File: config.mk
export PLATFORM = sky130hd
export DESIGN_NAME = phy_deframer
export DESIGN_NICKNAME = d
export VERILOG_FILES = /design/src/rtl/phy_deframer_pkg.sv /design/src/rtl/deframe_sync_hunt.sv /design/src/rtl/deframe_crc_serial.sv /design/src/rtl/deframe_bit_pack.sv /design/src/rtl/phy_deframer.sv
export SDC_FILE = /design/constraint.sdc
export NUM_CORES = 1
export LEC_CHECK = 0
export BUFFER_PORTS_ARGS = -buffer_cell sky130_fd_sc_hd__buf_2
export CAP_MARGIN = 20
export CELL_PAD_IN_SITES_DETAIL_PLACEMENT = 0
export CELL_PAD_IN_SITES_GLOBAL_PLACEMENT = 2
export CORE_MARGIN = 2
export CORE_UTILIZATION = 24
export DETAILED_ROUTE_END_ITERATION = 6
export PLACE_DENSITY_LB_ADDON = 0.05
export SETUP_SLACK_MARGIN = 0.1
export SLEW_MARGIN = 30
export SYNTH_ARGS = -nofsm -noshare
export SYNTH_HDL_FRONTEND = slang
export SYNTH_SLANG_ARGS = --single-unit
File: constraint.sdc
create_clock -name clk -period 1.9 [get_ports clk]
set_input_delay 0.095 -clock clk [delete_from_list [all_inputs] [get_ports clk]]
set_output_delay 0.095 -clock clk [all_outputs]
set_load 0.01 [all_outputs]
File: src/rtl/phy_deframer_pkg.sv
package phy_deframer_pkg;
  typedef enum logic [1:0] {
    ST_HUNT = 2'd0,
    ST_HDR  = 2'd1,
    ST_BODY = 2'd2
  } dfr_state_t;
endpackage

File: src/rtl/deframe_sync_hunt.sv
// Sliding window over the last DELIM_W bits plus a count of zero bits
// that have left the window. A hit needs the window to equal DELIM and
// at least PRE_BITS zeros just before it, so no bit is ever dropped.
module deframe_sync_hunt #(
  parameter int          PRE_BITS = 32,
  parameter int          DELIM_W  = 8,
  parameter logic [7:0]  DELIM    = 8'hA7
) (
  input  logic clk,
  input  logic rst,
  input  logic clear,
  input  logic shift,
  input  logic bit_in,
  output logic found
);
  localparam int RUN_W = $clog2(PRE_BITS + 1);
  localparam logic [RUN_W-1:0] RUN_MAX = RUN_W'(PRE_BITS);

  logic [DELIM_W-1:0] win_q, win_next;
  logic [RUN_W-1:0]   run_q, run_next;

  always_comb begin
    win_next = {bit_in, win_q[DELIM_W-1:1]};
    if (win_q[0])
      run_next = '0;
    else if (run_q >= RUN_MAX)
      run_next = run_q;
    else
      run_next = run_q + 1'b1;
    found = shift && (win_next == DELIM[DELIM_W-1:0]) && (run_next >= RUN_MAX);
  end

  always_ff @(posedge clk) begin
    if (rst || clear) begin
      win_q <= '1;
      run_q <= '0;
    end else if (shift) begin
      win_q <= win_next;
      run_q <= run_next;
    end
  end
endmodule

File: src/rtl/deframe_crc_serial.sv
// Bit-serial CRC in right-shifting form; exposes whether the value
// after the current bit is zero.
module deframe_crc_serial #(
  parameter int              CRC_W = 16,
  parameter logic [CRC_W-1:0] POLY_REFL = 16'h8408
) (
  input  logic clk,
  input  logic rst,
  input  logic clear,
  input  logic en,
  input  logic bit_in,
  output logic zero_next
);
  logic [CRC_W-1:0] crc_q, crc_step;

  always_comb begin
    crc_step = {1'b0, crc_q[CRC_W-1:1]};
    if (crc_q[0] ^ bit_in)
      crc_step = crc_step ^ POLY_REFL;
    zero_next = (crc_step == '0);
  end

  always_ff @(posedge clk) begin
    if (rst || clear)
      crc_q <= '0;
    else if (en)
      crc_q <= crc_step;
  end
endmodule

File: src/rtl/deframe_bit_pack.sv
// Collects WORD_W bits, first bit into bit 0.
module deframe_bit_pack #(
  parameter int WORD_W = 8
) (
  input  logic              clk,
  input  logic              rst,
  input  logic              clear,
  input  logic              shift,
  input  logic              bit_in,
  output logic              done,
  output logic [WORD_W-1:0] word
);
  localparam int CNT_W = $clog2(WORD_W);
  localparam logic [CNT_W-1:0] LAST = CNT_W'(WORD_W - 1);

  logic [WORD_W-1:0] sr_q;
  logic [CNT_W-1:0]  cnt_q;

  always_comb begin
    word = {bit_in, sr_q[WORD_W-1:1]};
    done = shift && (cnt_q == LAST);
  end

  always_ff @(posedge clk) begin
    if (rst || clear) begin
      sr_q  <= '0;
      cnt_q <= '0;
    end else if (shift) begin
      sr_q  <= word;
      cnt_q <= (cnt_q == LAST) ? '0 : cnt_q + 1'b1;
    end
  end
endmodule

File: src/rtl/phy_deframer.sv
module phy_deframer
  import phy_deframer_pkg::*;
#(
  parameter int               PRE_BITS  = 32,
  parameter logic [7:0]       DELIM     = 8'hA7,
  parameter int               OCT_W     = 8,
  parameter int               LEN_W     = 7,
  parameter int               MIN_LEN   = 5,
  parameter int               CRC_W     = 16,
  parameter logic [15:0]      CRC_POLY  = 16'h8408
) (
  input  logic             clk,
  input  logic             rst,
  input  logic             bit_valid,
  input  logic             bit_in,
  output logic             byte_valid,
  output logic [OCT_W-1:0] byte_out,
  output logic             sof,
  output logic             eof,
  output logic             fcs_ok,
  output logic             len_err
);
  localparam logic [LEN_W-1:0] LEN_MIN = LEN_W'(MIN_LEN);
  localparam logic [LEN_W-1:0] LEN_ONE = LEN_W'(1);

  dfr_state_t       st_q;
  logic [LEN_W-1:0] rem_q;
  logic             first_q;

  logic             sync_found;
  logic             pack_done;
  logic [OCT_W-1:0] pack_word;
  logic             crc_zero;
  logic             in_hunt, in_body;
  logic [LEN_W-1:0] hdr_len;

  assign in_hunt = (st_q == ST_HUNT);
  assign in_body = (st_q == ST_BODY);
  assign hdr_len = pack_word[LEN_W-1:0];

  deframe_sync_hunt #(
    .PRE_BITS (PRE_BITS),
    .DELIM_W  (8),
    .DELIM    (DELIM)
  ) u_hunt (
    .clk    (clk),
    .rst    (rst),
    .clear  (!in_hunt),
    .shift  (bit_valid && in_hunt),
    .bit_in (bit_in),
    .found  (sync_found)
  );

  deframe_bit_pack #(
    .WORD_W (OCT_W)
  ) u_pack (
    .clk    (clk),
    .rst    (rst),
    .clear  (in_hunt),
    .shift  (bit_valid && !in_hunt),
    .bit_in (bit_in),
    .done   (pack_done),
    .word   (pack_word)
  );

  deframe_crc_serial #(
    .CRC_W     (CRC_W),
    .POLY_REFL (CRC_POLY[CRC_W-1:0])
  ) u_crc (
    .clk       (clk),
    .rst       (rst),
    .clear     (!in_body),
    .en        (bit_valid && in_body),
    .bit_in    (bit_in),
    .zero_next (crc_zero)
  );

  always_ff @(posedge clk) begin
    if (rst) begin
      st_q       <= ST_HUNT;
      rem_q      <= '0;
      first_q    <= 1'b0;
      byte_valid <= 1'b0;
      byte_out   <= '0;
      sof        <= 1'b0;
      eof        <= 1'b0;
      fcs_ok     <= 1'b0;
      len_err    <= 1'b0;
    end else begin
      byte_valid <= 1'b0;
      sof        <= 1'b0;
      eof        <= 1'b0;
      fcs_ok     <= 1'b0;
      len_err    <= 1'b0;
      unique case (st_q)
        ST_HUNT: begin
          if (sync_found) st_q <= ST_HDR;
        end
        ST_HDR: begin
          if (pack_done) begin
            if (hdr_len < LEN_MIN) begin
              len_err <= 1'b1;
              st_q    <= ST_HUNT;
            end else begin
              rem_q   <= hdr_len;
              first_q <= 1'b1;
              st_q    <= ST_BODY;
            end
          end
        end
        ST_BODY: begin
          if (pack_done) begin
            byte_valid <= 1'b1;
            byte_out   <= pack_word;
            sof        <= first_q;
            first_q    <= 1'b0;
            rem_q      <= rem_q - 1'b1;
            if (rem_q == LEN_ONE) begin
              eof    <= 1'b1;
              fcs_ok <= crc_zero;
              st_q   <= ST_HUNT;
            end
          end
        end
        default: st_q <= ST_HUNT;
      endcase
    end
  end
endmodule

==> results of run 1 <==
## power by group through the flow
stage | Sequential [mW] | Combinational, mW | Clock (mW)
6_report | 1.33 | 0.0917 | 1.30
5_1_grt | 1.33 | 0.0995 | 1.43
4_1_cts | 1.33 | 0.0939 | 1.37
2_1_floorplan | 1.36 | 0.0671 | 0
3_3_place_gp | 1.36 | 0.0943 | 0
3_5_place_dp | 1.36 | 0.0940 | 0
## logic make-up after synthesis
kind of cell / Yosys count / synth area share
flip-flops: 63 / 0.474
multiplexers: 29 / 0.109
AO/OA/AOI/OAI: 44 / 0.103
adder cells (fa/ha/maj): 6 / 0.0282
buffers and inverters: 22 / 0.0362
XOR/XNOR: 7 / 0.0230
AND/OR/NAND/NOR: 119 / 0.227
## layout by cell type (no fill, tap or decap), drive strengths merged, types with 5 or more instances in the layout
master	count
ha	6
nor2	38
xnor2	5
nor3	5
nand2	36
inv	8
dfxtp	63
mux2i	29
a21oi	20
nand2b	8
clkbuf	9
buf	37
nor4	5
## layer usage
metal / global-route usage / wire [um] / up-vias
met2: 0.204 / 3090 / 22
li1: - / - / 1082
met4: 0.0461 / 110 / 0
met5: 0 / 0 / -
met3: 0.0403 / 205 / 10
met1: 0.153 / 3340 / 1001
## critical path: stages, from the launching register on
cell and delay, ns:
dfxtp_1 0.35, ha_1 0.20, ha_4 0.17, nand4b_1 0.21, a21o_1 0.27, a21o_1 0.24, o22ai_1 0.18
## area by class of cell
cell class,instances,area [um^2]
Fill cell,1172,7590
Clock buffer,9,124
Inverter,8,30.0
Tap cell,140,175
Timing Repair Buffer,37,238
Sequential cell,63,1260
Multi-Input combinational cell,205,1320
Clock inverter,7,97.6
## repair_timing
action,4_1_cts,5_1_grt
endpoints found under the setup margin,1,14
buffers inserted,0,2
gates resized for setup,1,2
pin swaps,0,2
## worst paths after layout
| check | slack, ns | depth (start not counted) | to |
|---|---|---|---|
| min reg2reg | 0.46 | 2 | byte_out[6] |
| max | 0.20 | 6 | rem_q[3] |
| min | 0.05 | 3 | byte_out[7] |
| max reg2reg | 0.20 | 6 | rem_q[3] |
## sequential cells by signal, summed over array words and instances (netlist names), 2 cells and up
signal,flops
u_hunt.run_q,6
byte_out,8
u_crc.crc_q,16
u_pack.cnt_q,3
u_pack.sr_q,7
rem_q,7
u_hunt.win_q,8
st_q,2
==> impl_results.md, run 1 <==
- P&R area growth vs syn: 21.9%
- Total power: 2.72 mW
- Largest net degree at the start of global routing: 40
- Setup WS post-layout: 0.197 ns
- Tmin final: 1.70 ns
- Final Cycle Share: 0.896
- Die X: 109 um
- Pre-CTS worst setup slack: 0.107 ns
- Peak VDD IR: 0.000426 V
- Sequential cell area fraction in the yosys report: 0.474
- Switch share: 0.228
- Remaining antenna violation count: 0
- WHS: 0.0520 ns
- Combinational group share of total power: 0.034
- Clock transition at the registers of the reported paths: 0.08 ns
- Die height: 109 um
- Max_slew headroom: 0.595
- Total congestion overflow: 0
- Critical Path Source: u_pack.cnt_q[0]
- Gp weighted congestion: 0.698
- 1st-pass router iterations: 4
- Diodes inserted: 0
- Clock tree root driver cell: clkbuf_8
- Cells after synthesis: 290
- Yosys top cell by area: dfxtp_1
- Core Rows: 38
- Worst EP arrival: 1.97 ns
- Ys flop type: dfxtp_1
- Post-DP HPWL: 4650 um
- Startpoint Class: register
- Psw: 621 uW
- PortBufs: 16
- Clk sinks: 63
- Share of the synthesized area in the top cell type: 0.474
- Vias per cell: 4.51
- Origin of the critical flop-to-flop path: u_pack.cnt_q[0]
- Final Skew: 0.0125 ns
- Routed via count: 2115
- Syn nets: 300
- Initial antenna violation count: 0
- Synth unique cells: 48
- Crit. End Element: register
- Final setup viols: 0
- Pwr Density: 839 nW/um^2
- DRC viols: 0
- Placement Cell Area: 2990 um^2
- # IOs: 17
- Leakage: 1.25 nW
- DRT iter0 DRCs: 72
- Synth Area per Inst: 9.18 um^2
- Crit Path Class: register to register
- Vias in the first global route: 2086
- Post-synth top cells: dfxtp_1 (63), nor2_1 (38), nand2_1 (35), mux2i_1 (29), a21oi_1 (20)
- Clk_lat worst skew: 0.35 ns
- Total track usage: 0.125
- Hold Path Class: primary input to register
- H-tree levels: 3
- Core Util, Final: 0.300
- Share of cells above drive strength 1: 0.182
- Hold_sp: bit_in
- Clock tree buffer depth: 2
- Fin. Hold Viols: 0
- Core ar.: 10800 um^2
- Status: finished, final reports clean
- Clock buffer count from CTS: 9
- RSZ-0062 raised after global routing: no
- Die area: 12000 um^2
- Achievable clock frequency: 0.587 GHz
- Max_cap viols: 0
- Fin cells: 469
- Synth Cell Area: 2660 um^2
- Ys async rst share: 0
- Worst Max-Slew Pin Slew: 0.608 ns
- Crit path required time: 2.16 ns
- First-pass GRT wire length: 11100 um
- Routed wire length: 6750 um
- Most frequent cell after synthesis: dfxtp_1
- Post-synth EDFFs: 0
- Final nets: 334
- Starting Density: 0.246
- Clock power frac: 0.478
- Total negative slack: 0 ns
- Finished Cell Area: 3250 um^2
- Part of the power in registers: 0.489
- Internal cell power: 2.10 mW
- Dpl cells: 451
- WL/cell: 14.4 um
- Fin. max-slew vios: 0
- Hold_buf cts: 0
- Synth top area cells: dfxtp_1 (47%), mux2i_1 (11%), nor2_1 (5.4%), nand2_1 (4.9%), a21oi_1 (3.8%)
- YS warnings: 0
- Crit-path max FO: 7
- CTS tree: built
- #FFs+latches synth: 63
(Power assumes the default switching activity.)
==> run 2, diff against run 1 <==
--- a/config.mk
+++ b/config.mk
@@ -11,10 +11,12 @@
 export CELL_PAD_IN_SITES_GLOBAL_PLACEMENT = 2
 export CORE_MARGIN = 2
 export CORE_UTILIZATION = 24
+export CTS_CLUSTER_SIZE = 16
 export DETAILED_ROUTE_END_ITERATION = 6
 export PLACE_DENSITY_LB_ADDON = 0.05
 export SETUP_SLACK_MARGIN = 0.1
 export SLEW_MARGIN = 30
 export SYNTH_ARGS = -nofsm -noshare
 export SYNTH_HDL_FRONTEND = slang
+export SYNTH_HIERARCHICAL = 1
 export SYNTH_SLANG_ARGS = --single-unit
==> impl_results.md, run 2 <==
- Max_slew headroom: 0.645 (+0.0496)
- # IOs: 17 (unchanged)
- Tmin final: 1.77 ns (+0.0649 ns)
- Total track usage: 0.112 (-0.0129)
- Ys async rst share: 0 (unchanged)
- Clk_lat worst skew: 0.33 ns (-0.02 ns)
- RSZ-0062 raised after global routing: yes
- Share of cells above drive strength 1: 0.263 (+0.0806)
- Crit. End Element: register
- Die area: 12500 um^2 (+4.3%)
- M3 GR Usage: 0.0327 (-0.00765)
- Final Skew: 0.00699 ns (-0.00551 ns)
- Crit path buf inv count: 0 (unchanged)
- PortBufs: 16 (unchanged)
- Crit path required time: 2.14 ns (-0.02 ns)
- GRT met2 Usage: 0.153 (-0.0514)
- Vias in the first global route: 2125 (+1.9%)
- Starting Density: 0.245 (-0.00109)
- Largest net degree at the start of global routing: 26 (-35%)
- Remaining antenna violation count: 0 (unchanged)
- Most common cell after layout, fill and taps aside: dfxtp_1
- Clock transition at the registers of the reported paths: 0.05 ns (-0.03 ns)
- Hold Path Class: primary input to register
- Achievable clock frequency: 0.566 GHz (-3.7%)
- Crit-path max FO: 2 (-5)
- Synth Cell Area: 2780 um^2 (+4.4%)
- Slowest CP cell: or4_4
- Total negative slack: 0 ns (unchanged)
- Most frequent cell after synthesis: dfxtp_1
- Leakage: 1.28 nW (+2.7%)
- Worst Max-Slew Pin Slew: 0.533 ns (-0.0744 ns)
- Core Rows: 39 (+2.6%)
- First-pass GRT wire length: 11000 um (-1.1%)
- Max FFs per register: 16 (unchanged)
- Core ar.: 11400 um^2 (+4.9%)
- Total congestion overflow: 0 (unchanged)
- Share of the synthesized area in the top cell type: 0.454 (-0.0200)
- Die height: 112 um (+2.1%)
- Clock tree buffer depth: 2 (unchanged)
- Status: finished, final reports clean
- Most used cells in the layout excluding fill and tap cells: dfxtp_1 (55), nand2_1 (43), mux2i_1 (29)
- P&R area growth vs syn: 27.5%
- Total power: 3.01 mW (+10%)
- Diodes inserted: 0 (unchanged)
- Yosys top cell by area: dfxtp_1
- Vias per cell: 4.49 (-0.46%)
- Hold_buf cts: 0 (unchanged)
- YS warnings: 6 (+6)
- Synth unique cells: 51 (+6.3%)
- Ys flop type: dfxtp_1
- Cells after synthesis: 303 (+4.5%)
- Worst EP arrival: 2.01 ns (+0.04 ns)
- Met1 GRT Util: 0.164 (+0.0111)
- Final nets: 351 (+5.1%)
- Gp weighted congestion: 0.723 (+3.6%)
- Synth top area cells: dfxtp_1 (45%), mux2i_1 (10%), nand2_1 (5.8%), nor2_1 (4.2%), a21oi_1 (3.4%)
- Pwr Density: 849 nW/um^2 (+1.2%)
- Fin. Hold Viols: 0 (unchanged)
- Final Cycle Share: 0.930 (+0.0342)
- Crit Path Class: register to register
- Syn nets: 313 (+4.3%)
- 1st-pass router iterations: 4 (unchanged)
- Family with the most delay on the worst path: simple AND/OR/NAND/NOR gates
- GR peak layer: met1
- Top flop regs: u_crc/crc_q: 16 flops, byte_out: 8 flops, u_hunt/win_q: 8 flops
- Peak VDD IR: 0.000464 V (+8.9%)
- Routed via count: 2195 (+3.8%)
- H-tree levels: 3 (unchanged)
- Post-synth EDFFs: 0 (unchanged)
- WL/cell: 13.4 um (-7.1%)
- Fin. max-slew vios: 0 (unchanged)
- Initial antenna violation count: 0 (unchanged)
- #FFs+latches synth: 63 (unchanged)
- DRC viols: 0 (unchanged)
- Cell breakdown of the critical path: nand2b_4 > or4_4 > a2111oi_4 > and2b_2 > nor2_1 > a221oi_2
- Routed wire length: 6540 um (-3.1%)
- Slowest stage delay, CP: 0.50 ns (+0.15 ns)
- Post-synth top cells: dfxtp_1 (63), nand2_1 (43), nor2_1 (31), mux2i_1 (29), a21oi_1 (19)
- Final setup viols: 0 (unchanged)
- Max_cap viols: 0 (unchanged)
- Post-DP HPWL: 4540 um (-2.3%)
- Register with the most flip-flops: u_crc/crc_q
- CTS tree: built
- Die X: 112 um (+2.1%)
- Startpoint Class: register
- DRT iter0 DRCs: 59 (-18%)
- Clk sinks: 63 (unchanged)
- Clock buffer count from CTS: 9 (unchanged)
- Synth Area per Inst: 9.18 um^2 (about the same)
- Clock tree root driver cell: clkbuf_16
- Sequential cell area fraction in the yosys report: 0.454 (-0.0200)
-- run 2: cell types whose count changed after synthesis, sizes merged, moves of 4 or more --
cell / previous run / this run
and2: 1 / 6
nand3b: 1 / 6
buf: 9 / 13
nand2: 36 / 44
nand3: 4 / 9
nor2: 38 / 32
o21ai: 3 / 7
-- run 2: cells by family after synthesis --
| group | share of synthesized area |
|---|---|
| AND/OR/NAND/NOR | 0.239 |
| XOR/XNOR | 0.0153 |
| adder cells (fa/ha/maj) | 0.0270 |
| AO/OA/AOI/OAI | 0.107 |
| multiplexers | 0.108 |
| buffers and inverters | 0.0504 |
| flip-flops | 0.454 |
-- run 2: worst paths after layout --
kind | depth (start not counted) | endpoint | slack (ns) | startpoint
hold / removal | 3 | byte_out[7] | 0.10 | bit_in
setup / recovery | 6 | st_q[1] | 0.13 | u_hunt/win_q[0]
setup reg to reg | 6 | st_q[1] | 0.13 | u_hunt/win_q[0]
hold reg to reg | 2 | byte_out[3] | 0.45 | byte_out[3]
-- run 2: power breakdown --
part	total, mW	switching, mW	internal (mW)
registers	1.33	0.00369	1.33
logic	0.0640	0.0399	0.0241
clock network	1.61	0.570	1.04
total	3.01	0.614	2.40
-- run 2: cell type report --
type	instances	area, um^2
clock inverter	4	45.0
timing repair buffer	43	299
tap	143	179
sequential	63	1270
fill	1215	7830
inverter	10	37.5
clock buffer	12	246
multi-input combinational	214	1470
-- run 2: per-stage QoR --
stage               instances  utilization  setup WS [ns]  area [um^2]  hold slack [ns]
global placement          469        0.276          0.103         3140            0.443
detailed placement        469        0.276         0.0611         3140            0.447
global route              489        0.312         0.0278         3540            0.106
CTS                       487        0.306         0.0680         3480           0.0980
finish                    489        0.312          0.132         3540            0.104
floorplan                 303            -        0.00517         2810            0.183
-- run 2: layer usage --
layer | wire length, um | share of wire
met4 | 95 | 0.015
met2 | 2720 | 0.42
met5 | 0 | 0
met1 | 3540 | 0.54
met3 | 178 | 0.027
-- run 2: worst min-delay path: stages --
cell	delay (ns)
buf_2	0.16
nand2_1	0.07
a21oi_1	0.05
-- run 2: repair_timing --
| item | 4_1_cts | 5_1_grt |
|---|---|---|
| gates cloned | 0 | 0 |
| gates resized for setup | 5 | 13 |
| setup buffers | 2 | 2 |
| endpoints found under the setup margin | 3 | 12 |
| pin swaps | 1 | 4 |
==> run 3, diff against run 2 <==
--- a/config.mk
+++ b/config.mk
@@ -5,6 +5,7 @@
 export SDC_FILE = /design/constraint.sdc
 export NUM_CORES = 1
 export LEC_CHECK = 0
+export ABC_AREA = 1
 export BUFFER_PORTS_ARGS = -buffer_cell sky130_fd_sc_hd__buf_2
 export CAP_MARGIN = 20
 export CELL_PAD_IN_SITES_DETAIL_PLACEMENT = 0
==> impl_results.md, run 3 <==
- PortBufs: 16 (unchanged)
- Top flop regs: u_crc/crc_q: 16 flops, byte_out: 8 flops, u_hunt/win_q: 8 flops
- Crit Path Class: register to register
- Most used cells in the layout excluding fill and tap cells: nand2_1 (96), dfxtp_1 (63), nor2_1 (53)
- Initial antenna violation count: 0 (unchanged)
- Hold_sp: bit_in
- Final Skew: 0.00499 ns (-0.00200 ns)
- Share of cells above drive strength 1: 0.167 (-0.0963)
- Crit. End Element: register
- Diodes inserted: 0 (unchanged)
- Clock buffer count from CTS: 9 (unchanged)
- YS warnings: 6 (unchanged)
- Gp weighted congestion: 0.716 (-0.91%)
- Fillers: 1281 (+5.4%)
- Stages on the worst setup path: 11 (+5)
- Most common cell after layout, fill and taps aside: nand2_1
- Origin of the critical flop-to-flop path: u_pack/cnt_q[0]
- Post-synth EDFFs: 0 (unchanged)
- Sequential cell area fraction in the yosys report: 0.448 (-0.00565)
- Die height: 112 um (+0.60%)
- Synth top area cells: dfxtp_1 (45%), nand2_1 (13%), nor2_1 (7.3%), a21oi_1 (4.8%), inv_1 (4.1%)
- P&R area growth vs syn: 17.6%
- Max_cap viols: 0 (unchanged)
- Leakage: 1.38 nW (+7.5%)
- Synth Cell Area: 2820 um^2 (+1.3%)
- Family with the most delay on the worst path: simple AND/OR/NAND/NOR gates
- Startpoint Class: register
- Setup slack, reg-to-reg: 0.28 ns (+0.15 ns)
- Clock tree root driver cell: clkbuf_16
- H-tree levels: 3 (unchanged)
- Cells after synthesis: 382 (+26%)
- Largest net degree at the start of global routing: 18 (-31%)
- Worst Max-Slew Pin Slew: 0.682 ns (+0.148 ns)
- Vias per cell: 4.33 (-3.5%)
- Remaining antenna violation count: 0 (unchanged)
- Post-DP HPWL: 5070 um (+12%)
- Max_slew headroom: 0.546 (-0.0989)
- #FFs+latches synth: 63 (unchanged)
- Synth unique cells: 38 (-25%)
- Slowest CP cell: dfxtp_1
- Most frequent cell after synthesis: nand2_1
- Pwr Density: 895 nW/um^2 (+5.4%)
- Clk sinks: 63 (unchanged)
- DRT iter0 DRCs: 60 (+1.7%)
- Share of the synthesized area in the top cell type: 0.448 (-0.00565)
- 1st-pass router iterations: 4 (unchanged)
- CTS tree: built
- # IOs: 17 (unchanged)
- Die area: 12600 um^2 (+1.2%)
- First-pass GRT wire length: 11800 um (+7.4%)
- Achievable clock frequency: 0.617 GHz (+9.0%)
- Core ar.: 11400 um^2 (+0.43%)
- Hold Path Stages: 3 (unchanged)
- Synth Area per Inst: 7.37 um^2 (-20%)
- Core Rows: 39 (unchanged)
- Fin. max-slew vios: 0 (unchanged)
- Clock tree buffer depth: 2 (unchanged)
- Status: finished, final reports clean
- Reg2reg path depth: 11 (+5)
- Total power: 2.96 mW (-1.5%)
- Routed via count: 2386 (+8.7%)
- Syn nets: 392 (+25%)
- Register with the most flip-flops: u_crc/crc_q
- Total track usage: 0.123 (+0.0112)
- Total negative slack: 0 ns (unchanged)
- Ys flop type: dfxtp_1
- Ys async rst share: 0 (unchanged)
- Die X: 112 um (+0.60%)
- Fin. Hold Viols: 0 (unchanged)
- Hold Path Class: primary input to register
- WL/cell: 13.0 um (-3.0%)
- Max FFs per register: 16 (unchanged)
- Peak VDD IR: 0.000352 V (-24%)
- Hold endpoint: u_pack/sr_q[7]
- Crit path buf inv count: 3 (+3)
- Total congestion overflow: 0 (unchanged)
- Final setup viols: 0 (unchanged)
- Slowest stage delay, CP: 0.35 ns (-0.15 ns)
- Cell breakdown of the critical path: ha_1 > ha_1 > nand2_1 > inv_1 > inv_2 > nor2_4 > inv_2 > nand2_2 > nand2_1 > nand2_1 > nor2_1
- Tmin final: 1.62 ns (-0.147 ns)
- Yosys top cell by area: dfxtp_1
- Final Cycle Share: 0.853 (-0.0772)
- DRC viols: 0 (unchanged)
- Crit path required time: 2.13 ns (about the same)
- Routed wire length: 7140 um (+9.3%)
- Post-synth top cells: nand2_1 (96), dfxtp_1 (63), nor2_1 (55), inv_1 (31), a21oi_1 (27)
- Worst EP arrival: 1.85 ns (-0.16 ns)
- Final nets: 413 (+18%)
- Most frequent CP cell: nand2_1
- Crit-path max FO: 8 (+6)
- RR Endpoint: rem_q[5]
- Clk_lat worst skew: 0.34 ns (about the same)
- Clock transition at the registers of the reported paths: 0.05 ns (about the same)
- Starting Density: 0.247 (+0.00202)
- RSZ-0062 raised after global routing: no
- Vias in the first global route: 2293 (+7.9%)
## run 3: repair_timing
action                                  4_1_cts  5_1_grt
resized for setup                             0        2
hold buffers                                  0        0
endpoints found under the setup margin        0        5
setup buffers                                 0        0
## run 3: kinds of logic after synthesis
group	after synthesis	share of synthesized area
simple gates	195	0.299
flops	63	0.448
compound gates	62	0.132
buf+inv	54	0.0884
fa+ha+maj	6	0.0267
xor+xnor	2	0.00622
## run 3: stage by stage
step,setup WS (ns),instances,area [um^2],hold WS [ns],util
floorplan,0.234,382,2820,0.212,-
global placement,0.241,535,3030,0.456,0.265
detailed placement,0.178,535,3030,0.457,0.265
CTS,0.166,551,3310,0.102,0.290
global route,0.125,551,3310,0.126,0.290
finish,0.279,551,3310,0.109,0.290
## run 3: cell type report
cell class	instances	area (um^2)	area share
clock buffers	12	256	0.0774
clock inverters	4	20.0	0.00604
inverters	42	160	0.0484
multi-input cells	265	1310	0.396
flip-flops and latches	63	1260	0.381
well taps	143	179	0.0540
repair buffers	22	125	0.0378
## run 3: worst min-delay path: cells and delay by family
family	cells	cell delay, ns
buffers and inverters	1	0.16
AND/OR/NAND/NOR	1	0.08
AO/OA/AOI/OAI	1	0.05
## run 3: how the worst max path moves through the flow
stage	start	endpoint
after floorplan	st_q[1]	rem_q[5]
after global placement	st_q[1]	st_q[0]
after detailed placement	st_q[1]	st_q[0]
after CTS	st_q[1]	st_q[0]
after global routing	u_pack/cnt_q[0]	rem_q[4]
final	u_pack/cnt_q[0]	rem_q[5]
## run 3: routing by layer
metal	global-route usage	wire, um
met4	0.0732	164
met3	0.0292	160
met5	0	0
met2	0.202	3490
met1	0.146	3330
## run 3: power by group
part | leakage [nW] | switching [mW] | internal (mW) | total [mW]
clock | 0.142 | 0.597 | 0.944 | 1.54
combinational | 0.725 | 0.0520 | 0.0253 | 0.0773
sequential | 0.509 | 0.00988 | 1.34 | 1.35
